## config.mk

```make
export PLATFORM = sky130hd
export DESIGN_NAME = stripe_reasm
export DESIGN_NICKNAME = d
export VERILOG_FILES = /design/src/rtl/stripe_pkg.sv /design/src/rtl/stripe_chan_fifo.sv /design/src/rtl/stripe_datapath.sv /design/src/rtl/stripe_control.sv /design/src/rtl/stripe_reasm.sv
export SDC_FILE = /design/constraint.sdc
export NUM_CORES = 1
export LEC_CHECK = 0
export BUFFER_PORTS_ARGS = -buffer_cell sky130_fd_sc_hd__buf_2
export CAP_MARGIN = 5
export CORE_ASPECT_RATIO = 1.2
export CORE_UTILIZATION = 40
export DETAILED_ROUTE_END_ITERATION = 6
export PLACE_DENSITY = 0.55
export SLEW_MARGIN = 25
export SYNTH_ARGS = -nofsm -noshare
export SYNTH_HDL_FRONTEND = slang
export SYNTH_SLANG_ARGS = --single-unit
```

## constraint.sdc

```tcl
create_clock -name clk -period 10.5 [get_ports clk]
set_input_delay 0 -clock clk [delete_from_list [all_inputs] [get_ports clk]]
set_output_delay 0 -clock clk [all_outputs]
set_load 0.02 [all_outputs]
```

## src/rtl/stripe_pkg.sv

```systemverilog
package stripe_pkg;
  typedef struct packed {
    logic pop;        // remove head of selected FIFO
    logic advance;    // move selector to next channel
    logic setReinit;  // latch the reinitialise request
  } ctrlStrobes_t;
endpackage

```

## src/rtl/stripe_chan_fifo.sv

```systemverilog
module stripe_chan_fifo #(
  parameter int WIDTH = 13,
  parameter int DEPTH = 4
) (
  input  logic             clk,
  input  logic             rst_n,
  input  logic             wrEn,
  input  logic [WIDTH-1:0] wrData,
  input  logic             rdEn,
  output logic [WIDTH-1:0] rdData,
  output logic             notEmpty,
  output logic             notFull
);
  localparam int AW = (DEPTH > 1) ? $clog2(DEPTH) : 1;
  localparam int CW = $clog2(DEPTH + 1);
  localparam logic [AW-1:0] LAST = AW'(DEPTH - 1);

  logic [WIDTH-1:0] mem [DEPTH];
  logic [AW-1:0]    wrIdx, rdIdx;
  logic [CW-1:0]    fill;

  always_ff @(posedge clk or negedge rst_n) begin
    if (!rst_n) begin
      wrIdx <= '0;
      rdIdx <= '0;
      fill  <= '0;
    end else begin
      if (wrEn) wrIdx <= (wrIdx == LAST) ? '0 : wrIdx + 1'b1;
      if (rdEn) rdIdx <= (rdIdx == LAST) ? '0 : rdIdx + 1'b1;
      fill <= fill + CW'(wrEn) - CW'(rdEn);
    end
  end

  always_ff @(posedge clk) begin
    if (wrEn) mem[wrIdx] <= wrData;
  end

  assign rdData   = mem[rdIdx];
  assign notEmpty = (fill != '0);
  assign notFull  = (fill != CW'(DEPTH));

  assert_no_overflow_R11: assert property (@(posedge clk) disable iff (!rst_n)
    wrEn |-> notFull);
  assert_no_underflow_R2: assert property (@(posedge clk) disable iff (!rst_n)
    rdEn |-> notEmpty);
endmodule

```

## src/rtl/stripe_datapath.sv

```systemverilog
module stripe_datapath
  import stripe_pkg::*;
#(
  parameter int NUM_CH     = 3,
  parameter int DATA_W     = 8,
  parameter int ROUND_W    = 4,
  parameter int FIFO_DEPTH = 4
) (
  input  logic                      clk,
  input  logic                      rst_n,
  input  logic [NUM_CH-1:0]         inValid,
  output logic [NUM_CH-1:0]         inReady,
  input  logic [NUM_CH-1:0]         inMarker,
  input  logic [NUM_CH*ROUND_W-1:0] inRound,
  input  logic [NUM_CH*DATA_W-1:0]  inData,
  input  ctrlStrobes_t              strb,
  output logic                      headValid,
  output logic                      headMarker,
  output logic [ROUND_W-1:0]        headRound,
  output logic [DATA_W-1:0]         headData,
  output logic [ROUND_W-1:0]        curRound
);
  localparam int PTR_W   = (NUM_CH > 1) ? $clog2(NUM_CH) : 1;
  localparam int ENTRY_W = 1 + ROUND_W + DATA_W;
  localparam logic [PTR_W-1:0] LAST_CH = PTR_W'(NUM_CH - 1);

  logic [PTR_W-1:0]   selPtr, nextPtr;
  logic [ROUND_W-1:0] rxRound [NUM_CH];
  logic [ROUND_W-1:0] nextRound;
  logic [ENTRY_W-1:0] fifoRd [NUM_CH];
  logic [NUM_CH-1:0]  fifoNotEmpty, fifoNotFull;
  logic [ENTRY_W-1:0] headEntry;

  for (genvar c = 0; c < NUM_CH; c++) begin : g_chan
    logic chanWr, chanRd;
    assign chanWr = inValid[c] && fifoNotFull[c];
    assign chanRd = strb.pop && (selPtr == PTR_W'(c));
    stripe_chan_fifo #(.WIDTH(ENTRY_W), .DEPTH(FIFO_DEPTH)) i_fifo (
      .clk      (clk),
      .rst_n    (rst_n),
      .wrEn     (chanWr),
      .wrData   ({inMarker[c], inRound[c*ROUND_W +: ROUND_W], inData[c*DATA_W +: DATA_W]}),
      .rdEn     (chanRd),
      .rdData   (fifoRd[c]),
      .notEmpty (fifoNotEmpty[c]),
      .notFull  (fifoNotFull[c])
    );
  end

  assign inReady   = fifoNotFull;
  assign nextPtr   = (selPtr == LAST_CH) ? '0 : selPtr + 1'b1;
  assign headEntry = fifoRd[selPtr];
  assign headValid = fifoNotEmpty[selPtr];
  assign headMarker = headEntry[ENTRY_W-1];
  assign headRound  = headEntry[DATA_W +: ROUND_W];
  assign headData   = headEntry[DATA_W-1:0];
  assign curRound   = rxRound[selPtr];
  assign nextRound  = rxRound[nextPtr];

  always_ff @(posedge clk or negedge rst_n) begin
    if (!rst_n) begin
      selPtr <= '0;
    end else if (strb.advance) begin
      selPtr <= nextPtr;
    end
  end

  always_ff @(posedge clk or negedge rst_n) begin
    if (!rst_n) begin
      for (int c = 0; c < NUM_CH; c++) rxRound[c] <= (c == 0) ? ROUND_W'(1) : '0;
    end else begin
      for (int c = 0; c < NUM_CH; c++) begin
        if (strb.advance && nextPtr == PTR_W'(c)) rxRound[c] <= rxRound[c] + 1'b1;
      end
    end
  end

  assert_ptr_step_R2: assert property (@(posedge clk) disable iff (!rst_n)
    (selPtr != $past(selPtr)) |-> (selPtr == (($past(selPtr) == LAST_CH) ? '0 : $past(selPtr) + 1'b1)));
  assert_round_bump_R4: assert property (@(posedge clk) disable iff (!rst_n)
    strb.advance |=> (curRound == $past(nextRound) + ROUND_W'(1)));
endmodule

```

## src/rtl/stripe_control.sv

```systemverilog
module stripe_control
  import stripe_pkg::*;
#(
  parameter int ROUND_W = 4
) (
  input  logic               clk,
  input  logic               rst_n,
  input  logic               headValid,
  input  logic               headMarker,
  input  logic [ROUND_W-1:0] headRound,
  input  logic [ROUND_W-1:0] curRound,
  input  logic               outReady,
  output ctrlStrobes_t       strb,
  output logic               outValid,
  output logic               reinitReq
);
  typedef enum logic [2:0] {
    ACT_IDLE, ACT_DATA, ACT_AHEAD, ACT_EQUAL, ACT_BEHIND1, ACT_FAULT
  } action_t;

  logic [ROUND_W-1:0] roundDiff;
  action_t            action;
  logic               haltFlag;

  assign roundDiff = headRound - curRound;

  always_comb begin
    action = ACT_IDLE;
    if (!haltFlag && headValid) begin
      if (!headMarker)                 action = ACT_DATA;
      else if (roundDiff == '0)        action = ACT_EQUAL;
      else if (roundDiff == '1)        action = ACT_BEHIND1;
      else if ($signed(roundDiff) > 0) action = ACT_AHEAD;
      else                             action = ACT_FAULT;
    end
  end

  always_comb begin
    strb = '0;
    unique case (action)
      ACT_DATA:    begin strb.pop = outReady; strb.advance = outReady; end
      ACT_AHEAD:   strb.advance = 1'b1;
      ACT_EQUAL:   begin strb.pop = 1'b1; strb.advance = 1'b1; end
      ACT_BEHIND1: strb.pop = 1'b1;
      ACT_FAULT:   strb.setReinit = 1'b1;
      default:     strb = '0;
    endcase
  end

  always_ff @(posedge clk or negedge rst_n) begin
    if (!rst_n) haltFlag <= 1'b0;
    else if (strb.setReinit) haltFlag <= 1'b1;
  end

  assign reinitReq = haltFlag;
  assign outValid  = (action == ACT_DATA);

  assert_reinit_sticky_R9: assert property (@(posedge clk) disable iff (!rst_n)
    reinitReq |=> reinitReq);
  assert_behind_stays_R8: assert property (@(posedge clk) disable iff (!rst_n)
    (strb.pop && !strb.advance) |-> (headMarker && !outValid));
endmodule

```

## src/rtl/stripe_reasm.sv

```systemverilog
module stripe_reasm
  import stripe_pkg::*;
#(
  parameter int NUM_CH     = 3,
  parameter int DATA_W     = 8,
  parameter int ROUND_W    = 4,
  parameter int FIFO_DEPTH = 4
) (
  input  logic                      clk,
  input  logic                      rst_n,
  input  logic [NUM_CH-1:0]         inValid,
  output logic [NUM_CH-1:0]         inReady,
  input  logic [NUM_CH-1:0]         inMarker,
  input  logic [NUM_CH*ROUND_W-1:0] inRound,
  input  logic [NUM_CH*DATA_W-1:0]  inData,
  output logic                      outValid,
  input  logic                      outReady,
  output logic [DATA_W-1:0]         outData,
  output logic                      reinitReq
);
  ctrlStrobes_t       strb;
  logic               headValid, headMarker;
  logic [ROUND_W-1:0] headRound, curRound;

  stripe_datapath #(
    .NUM_CH(NUM_CH), .DATA_W(DATA_W), .ROUND_W(ROUND_W), .FIFO_DEPTH(FIFO_DEPTH)
  ) i_dp (
    .clk        (clk),
    .rst_n      (rst_n),
    .inValid    (inValid),
    .inReady    (inReady),
    .inMarker   (inMarker),
    .inRound    (inRound),
    .inData     (inData),
    .strb       (strb),
    .headValid  (headValid),
    .headMarker (headMarker),
    .headRound  (headRound),
    .headData   (outData),
    .curRound   (curRound)
  );

  stripe_control #(.ROUND_W(ROUND_W)) i_ctl (
    .clk        (clk),
    .rst_n      (rst_n),
    .headValid  (headValid),
    .headMarker (headMarker),
    .headRound  (headRound),
    .curRound   (curRound),
    .outReady   (outReady),
    .strb       (strb),
    .outValid   (outValid),
    .reinitReq  (reinitReq)
  );

  assert_hold_out_R12: assert property (@(posedge clk) disable iff (!rst_n)
    (outValid && !outReady) |=> (outValid && $stable(outData)));
endmodule

```

* Word-level counts from Yosys, hierarchy flattened *
Memory sizes are Yosys's and may differ from the RTL's.
Cells that the tools add are included.
W data, S select, Z words.

operators by class
  mux-type cells = 29
  reductions and logical operators = 19
  equality and inequality tests = 19
  magnitude comparators = 3
  bitwise logic cells = 1
  add/sub/neg operators = 17

operator list
  cell                   number
  $bmux W13 S2           1
  $mux W13               2
  $eq A2 B2 Y1 const B   8
  $mux W3                5
  $add A2 B1 Y2 const B  7
  $mux W2                7
  $add A4 B1 Y4 const B  3
  $logic_and A1 B1 Y1    10
  $add A3 B1 Y3          3
  $ne A3 B3 Y1 const B   3
  $reduce_bool A3 Y1     3
  $sub A3 B1 Y3          3
  $bmux W4 S2            1
  $mux W1                8
  $mux W4                2
  $eq A3 B2 Y1 const B   2
  $eq A3 B3 Y1 const B   2
  $eq A2 B1 Y1 const B   2
  $eq A4 B4 Y1 const B   1
  $gt A4 B1 Y1 const B   1
  $logic_not A2 Y1       2
  $logic_not A4 Y1       1
  $pmux W1 S2            2
  $reduce_or A2 Y1       2
  7 further kinds        7

word-level totals
  input port bits = 45
  RAM bits = 156
  register bits after elaboration = 36
  memories kept = 3
  word-level logic and storage cells = 105

memories
  name                       depth  bits a word  rd ports  clocked after Yosys merged registers in  wr ports  line                    RTL
  i_dp.g_chan[0].i_fifo.mem  4      13           1         0                                        1         stripe_chan_fifo.sv:18  logic [WIDTH-1:0] mem [DEPTH];
  i_dp.g_chan[1].i_fifo.mem  4      13           1         0                                        1         stripe_chan_fifo.sv:18
  i_dp.g_chan[2].i_fifo.mem  4      13           1         0                                        1         stripe_chan_fifo.sv:18

* Longest topological paths before layout *
  word-level depth = 16
  gate-level depth with buffers = 20

* Modules after synthesis *
A second synthesis with hierarchy kept.

unflattened totals
  cell total of the unflattened synthesis = 452
  area, all modules = 8216.6 um^2

by module, submodules not included
  module            cells an instance  times used  area each (um^2)  seq. area each (um^2)
  stripe_chan_fifo  104                3           2317.2            1736.7
  stripe_datapath   112                1           1027.2            351.6
  stripe_control    28                 1           237.7             25.0

* Worst setup path after synthesis *
No wires, ideal clock.

  path type = register to register
  start point = reg i_dp.g_chan[2].i_fifo.rdIdx[0]
  end point = reg i_dp.g_chan[1].i_fifo.fill[2]
  library setup time = 0.124 ns
  cell stages (with the launch flop) = 18
  period minus slack after synthesis = 4.339 ns
  arrival time = 4.215 ns
  path slack = 6.161 ns
  path through = dfrtp_1 -> buf_2 -> buf_1 -> mux4_2 -> mux2i_1 -> o21ai_0 -> ha_1 -> a21oi_1 -> xnor3_1 -> mux2i_1 -> nor2_1 -> ha_1 -> inv_1 -> ha_1 -> inv_1 -> fa_1 -> xnor2_1 -> xnor2_1

on the way
  longest elaborated chain between the ends = 16
  elaborated cells between the ends (all ways) = 20
  classes of those cells = 2 x add/sub; 1 x order compare; 4 x eq/ne; 9 x mux; 3 x reduce/logical; 1 x memory

RTL lines
  what                                                 line                    RTL
  from (decl)                                          stripe_chan_fifo.sv:19  logic [AW-1:0] wrIdx, rdIdx;
  from (signal assigned)                               stripe_chan_fifo.sv:29  if (rdEn) rdIdx <= (rdIdx == LAST) ? '0 : rdIdx + 1'b1;
  $mem_v2 Z4 W13 (*)                                   n/a
  $bmux W13 S2 (*)                                     stripe_datapath.sv:52   assign headEntry = fifoRd[selPtr];
  $mux W13 (not written as such) (*) (2 in series)     stripe_datapath.sv:52
  $sub A4 B4 Y4                                        stripe_control.sv:25    assign roundDiff = headRound - curRound;
  $gt A4 B1 Y1                                         stripe_control.sv:33    else if ($signed(roundDiff) > 0) action = ACT_AHEAD;
  $mux W3                                              stripe_control.sv:33
  $mux W3                                              stripe_control.sv:32    else if (roundDiff == '1) action = ACT_BEHIND1;
  $mux W3                                              stripe_control.sv:31    else if (roundDiff == '0) action = ACT_EQUAL;
  $mux W3 (*)                                          stripe_control.sv:30    if (!headMarker) action = ACT_DATA;
  $mux W3 (*)                                          stripe_control.sv:29    if (!haltFlag && headValid) begin
  $eq A3 B2 Y1 / $eq A3 B3 Y1 (equally long branches)  stripe_control.sv:40    unique case (action)
  $reduce_or A2 Y1 (no source line)                    n/a
  $pmux W1 S2 (*)                                      stripe_control.sv:40
  $logic_and A1 B1 Y1 (*)                              stripe_datapath.sv:37   assign chanRd = strb.pop && (selPtr == PTR_W'(c));
  net i_dp.g_chan[1].chanRd                            stripe_datapath.sv:35   logic chanWr, chanRd;
  $sub A3 B1 Y3 (*)                                    stripe_chan_fifo.sv:30  fill <= fill + CW'(wrEn) - CW'(rdEn);
  to (signal assigned)                                 stripe_chan_fifo.sv:30
  to (decl)                                            stripe_chan_fifo.sv:20  logic [CW-1:0] fill;

The timed path passes the listed nets; every way through them passes the cells marked *. The select of a mux whose other input is x is not followed.
A chain may end at the register's enable or synchronous reset.

* Final worst setup path *
  start point = reg i_dp.g_chan[2].i_fifo.rdIdx[1]
  end point = reg i_dp.g_chan[1].i_fifo.fill[2]

Same word-level chain as after synthesis.

==> results.json <==
{
  "status": "finished, final reports clean",
  "die_w_um": 133,
  "fin_setup_tns_ns": 0,
  "vias_per_cell": 5.10,
  "synth.top_cells.by_count": "edfxtp_1 (156), dfrtp_1 (35), mux4_2 (33)",
  "antenna_found_initial": 0,
  "finalSetupViolations": 0,
  "cts_tree": "built",
  "period_share": 0.455,
  "die_y_um": 159,
  "root_buffer": "clkbuf_16",
  "rsz0062_at_grt": "false",
  "fin_util": 0.483,
  "synth_edf_count": 156,
  "finalHoldViolations": 0,
  "ir_drop_uv": 185,
  "start_util": 0.406,
  "synth-compound-area-share": 0.0276,
  "fillers": 1700,
  "clock-sinks": 192,
  "synth_area_leaders": "edfxtp_1 (57%), dfrtp_1 (11%), mux4_2 (9.1%), ha_1 (4.1%), mux2i_1 (3.3%)",
  "synthDistinctLibCells": 45,
  "async_flop_share": 0.188,
  "drc_errors": 0,
  "post_cts.repair.setup_buffers": 0,
  "port_buffers": 57,
  "synthMuxAreaShare": 0.148,
  "wl_mm": 16.1,
  "multi_input_area_um2": 2430,
  "nets": 646,
  "grt_pass1_vias": 4567,
  "hold_class": "in2reg",
  "crit_path_end_kind": "register",
  "stdcell_area_um2": 9740,
  "path_max_fanout": 16,
  "synth_largest_area_cell": "edfxtp_1",
  "cts_buffer_depth": 2,
  "io_pins": 58,
  "ys_seq_area_frac": 0.681,
  "synth_ff_type": "edfxtp_1",
  "regArea_um2": 5590,
  "die_area_um2": 21100,
  "netlist_instances": 471,
  "synth.most_common_cell": "edfxtp_1",
  "synthXorXnorAreaFrac": 0.0198,
  "synth_top_area_frac": 0.571,
  "overflow": 0,
  "post-dp-hpwl_mm": 10.8,
  "p_per_area_nw_per_um2": 280,
  "antenna_cells": 0,
  "drv_slew": 0,
  "cp.required_ns": 10.83,
  "synth_fa_ha_area_frac": 0.0509,
  "placed_cell_area_um2": 8740,
  "drt_iter0_markers": 205,
  "max_cap_violations": 0,
  "drive_gt1_frac": 0.259,
  "synth-simple-area-share": 0.0500,
  "worst_ep_arrival_time_ns": 5.11,
  "synth_seq_cells": 192,
  "cts_buffers": 17,
  "grt_pass1_wl_mm": 25.3,
  "tightest_slew_ns": 0.889,
  "core_um2": 20200,
  "rows": 57,
  "grt_max_degree": 37,
  "critPathKind": "reg2reg",
  "clk_latency_ns": 0.42,
  "critPathLaunchType": "register",
  "dr.pass1.iters": 4,
  "clk_transition_reported_paths_ns": 0.08,
  "syn_to_final_growth_pct": 18.8,
  "timing.final.crit_period_ns": 4.78,
  "synthesis.nets": 547,
  "fmax_mhz": 209,
  "power.leakage_nw": 3.65,
  "vias": 4323,
  "max_slew_margin": 0.407,
  "syn_area_per_cell_um2": 17.4,
  "synth_top_family_by_area": "multiplexers",
  "grt.total_usage": 0.162,
  "ant_nets": 0,
  "htreeDepth": 4,
  "hold_slack_ns": 0.00377,
  "ctsResizeCount": 0,
  "ys_warn_count": 0,
  "fin_skew_ns": 0.00945,
  "gp_congestion": 0.801,
  "mappedNetlistArea_um2": 8200,
  "avgRoutedWirePerCell_um": 19.0
}
critical path, cell delays in order, from the launching register on:
cell	delay, ns
dfrtp_1	0.81
mux4_2	0.41
mux2i_1	0.28
o22a_1	0.26
inv_1	0.06
ha_1	0.30
a21o_1	0.16
a21oi_1	0.17
xnor3_1	0.50
mux2i_1	0.31
nor2_1	0.14
ha_1	0.31
inv_1	0.06
ha_1	0.13
inv_1	0.05
fa_1	0.40
xnor2_1	0.18
xnor2_1	0.15
path summary, 6_finish.rpt:
| path | cells past startpoint | startpoint | slack (ns) | to |
|---|---|---|---|---|
| worst max register to register | 17 | i_dp.g_chan[2].i_fifo.rdIdx[1] | 5.72 | i_dp.g_chan[1].i_fifo.fill[2] |
| worst min-delay path | 3 | inValid[2] | 0.004 | i_dp.g_chan[2].i_fifo.wrIdx[0] |
| worst min register to register | 1 | i_dp.rxRound[3] | 0.48 | i_dp.rxRound[3] |
| worst max-delay path | 17 | i_dp.g_chan[2].i_fifo.rdIdx[1] | 5.72 | i_dp.g_chan[1].i_fifo.fill[2] |
| max in group asynchronous | 2 | rst_n | 9.65 | i_dp.g_chan[1].i_fifo.rdIdx[0] |
| min in group asynchronous | 2 | rst_n | 0.25 | i_dp.g_chan[1].i_fifo.wrIdx[0] |
power by group:
part / total, mW / internal, mW / leakage, nW / switching [mW]
sequential: 1.15 / 1.02 / 1.87 / 0.134
clock: 0.633 / 0.322 / 0.286 / 0.311
combinational: 0.941 / 0.419 / 1.49 / 0.523
logic make-up after synthesis:
logic type	after synthesis
buffers and inverters	42
AO/OA/AOI/OAI	33
AND/OR/NAND/NOR	80
flip-flops	192
adder cells (fa/ha/maj)	31
multiplexers	76
XOR/XNOR	17
layout make-up:
class,instances,area share
Inverter,20,0.00770
Sequential cell,192,0.573
Multi-Input combinational cell,237,0.250
Timing Repair Buffer,102,0.0745
Clock inverter,15,0.0169
Clock buffer,17,0.0437
Tap cell,265,0.0340
cells in the final DEF, fill, tap and decap left out, drive strengths merged, types with 2 or more instances in the layout:
cell	synthesis	layout
dfrtp	35	35
nor2b	2	2
xnor2	6	6
buf	11	61
nand4	3	3
and3	13	13
inv	20	30
dlygate4sd3	0	41
o32ai	2	2
a21o	7	7
fa	4	4
xor2	10	10
o21ai	11	11
clkinv	0	4
a21oi	5	5
nand2	20	20
clkbuf	11	17
nor2	15	15
ha	27	27
mux2i	28	28
edfxtp	156	156
mux4	33	33
nand3	3	3
nand2b	2	2
a211oi	2	2
nor3	16	16
mux2	15	15
or2	2	2
what timing repair did:
action | in CTS | in global routing
hold buffers | 41 | 0
endpoints found under the hold margin | 192 | 0
endpoints found under the setup margin | 0 | 0
per-stage QoR:
step	cells	power [mW]	setup slack, ns
6_report	848	2.73	5.72
5_1_grt	848	2.88	5.40
4_1_cts	848	2.76	5.61
3_5_place_dp	775	2.12	5.63
3_3_place_gp	775	2.09	5.73
2_1_floorplan	471	1.83	6.16
metal layers:
layer / global-route usage / vias up / share of wire / wire length (µm)
li1: - / 2007 / - / -
met1: 0.206 / 2232 / 0.44 / 7140
met2: 0.282 / 73 / 0.52 / 8360
met3: 0.0259 / 11 / 0.025 / 405
met4: 0.0496 / 0 / 0.013 / 202
met5: 0 / - / 0 / 0
registers in the layout, summed over array words and instances (netlist names):
register	flops
i_dp.selPtr	2
i_dp.g_chan.i_fifo.fill	9
i_dp.g_chan.i_fifo.mem	156
i_dp.g_chan.i_fifo.rdIdx	6
i_dp.rxRound	12
i_ctl.reinitReq	1
i_dp.g_chan.i_fifo.wrIdx	6
(Power assumes the default switching activity.)
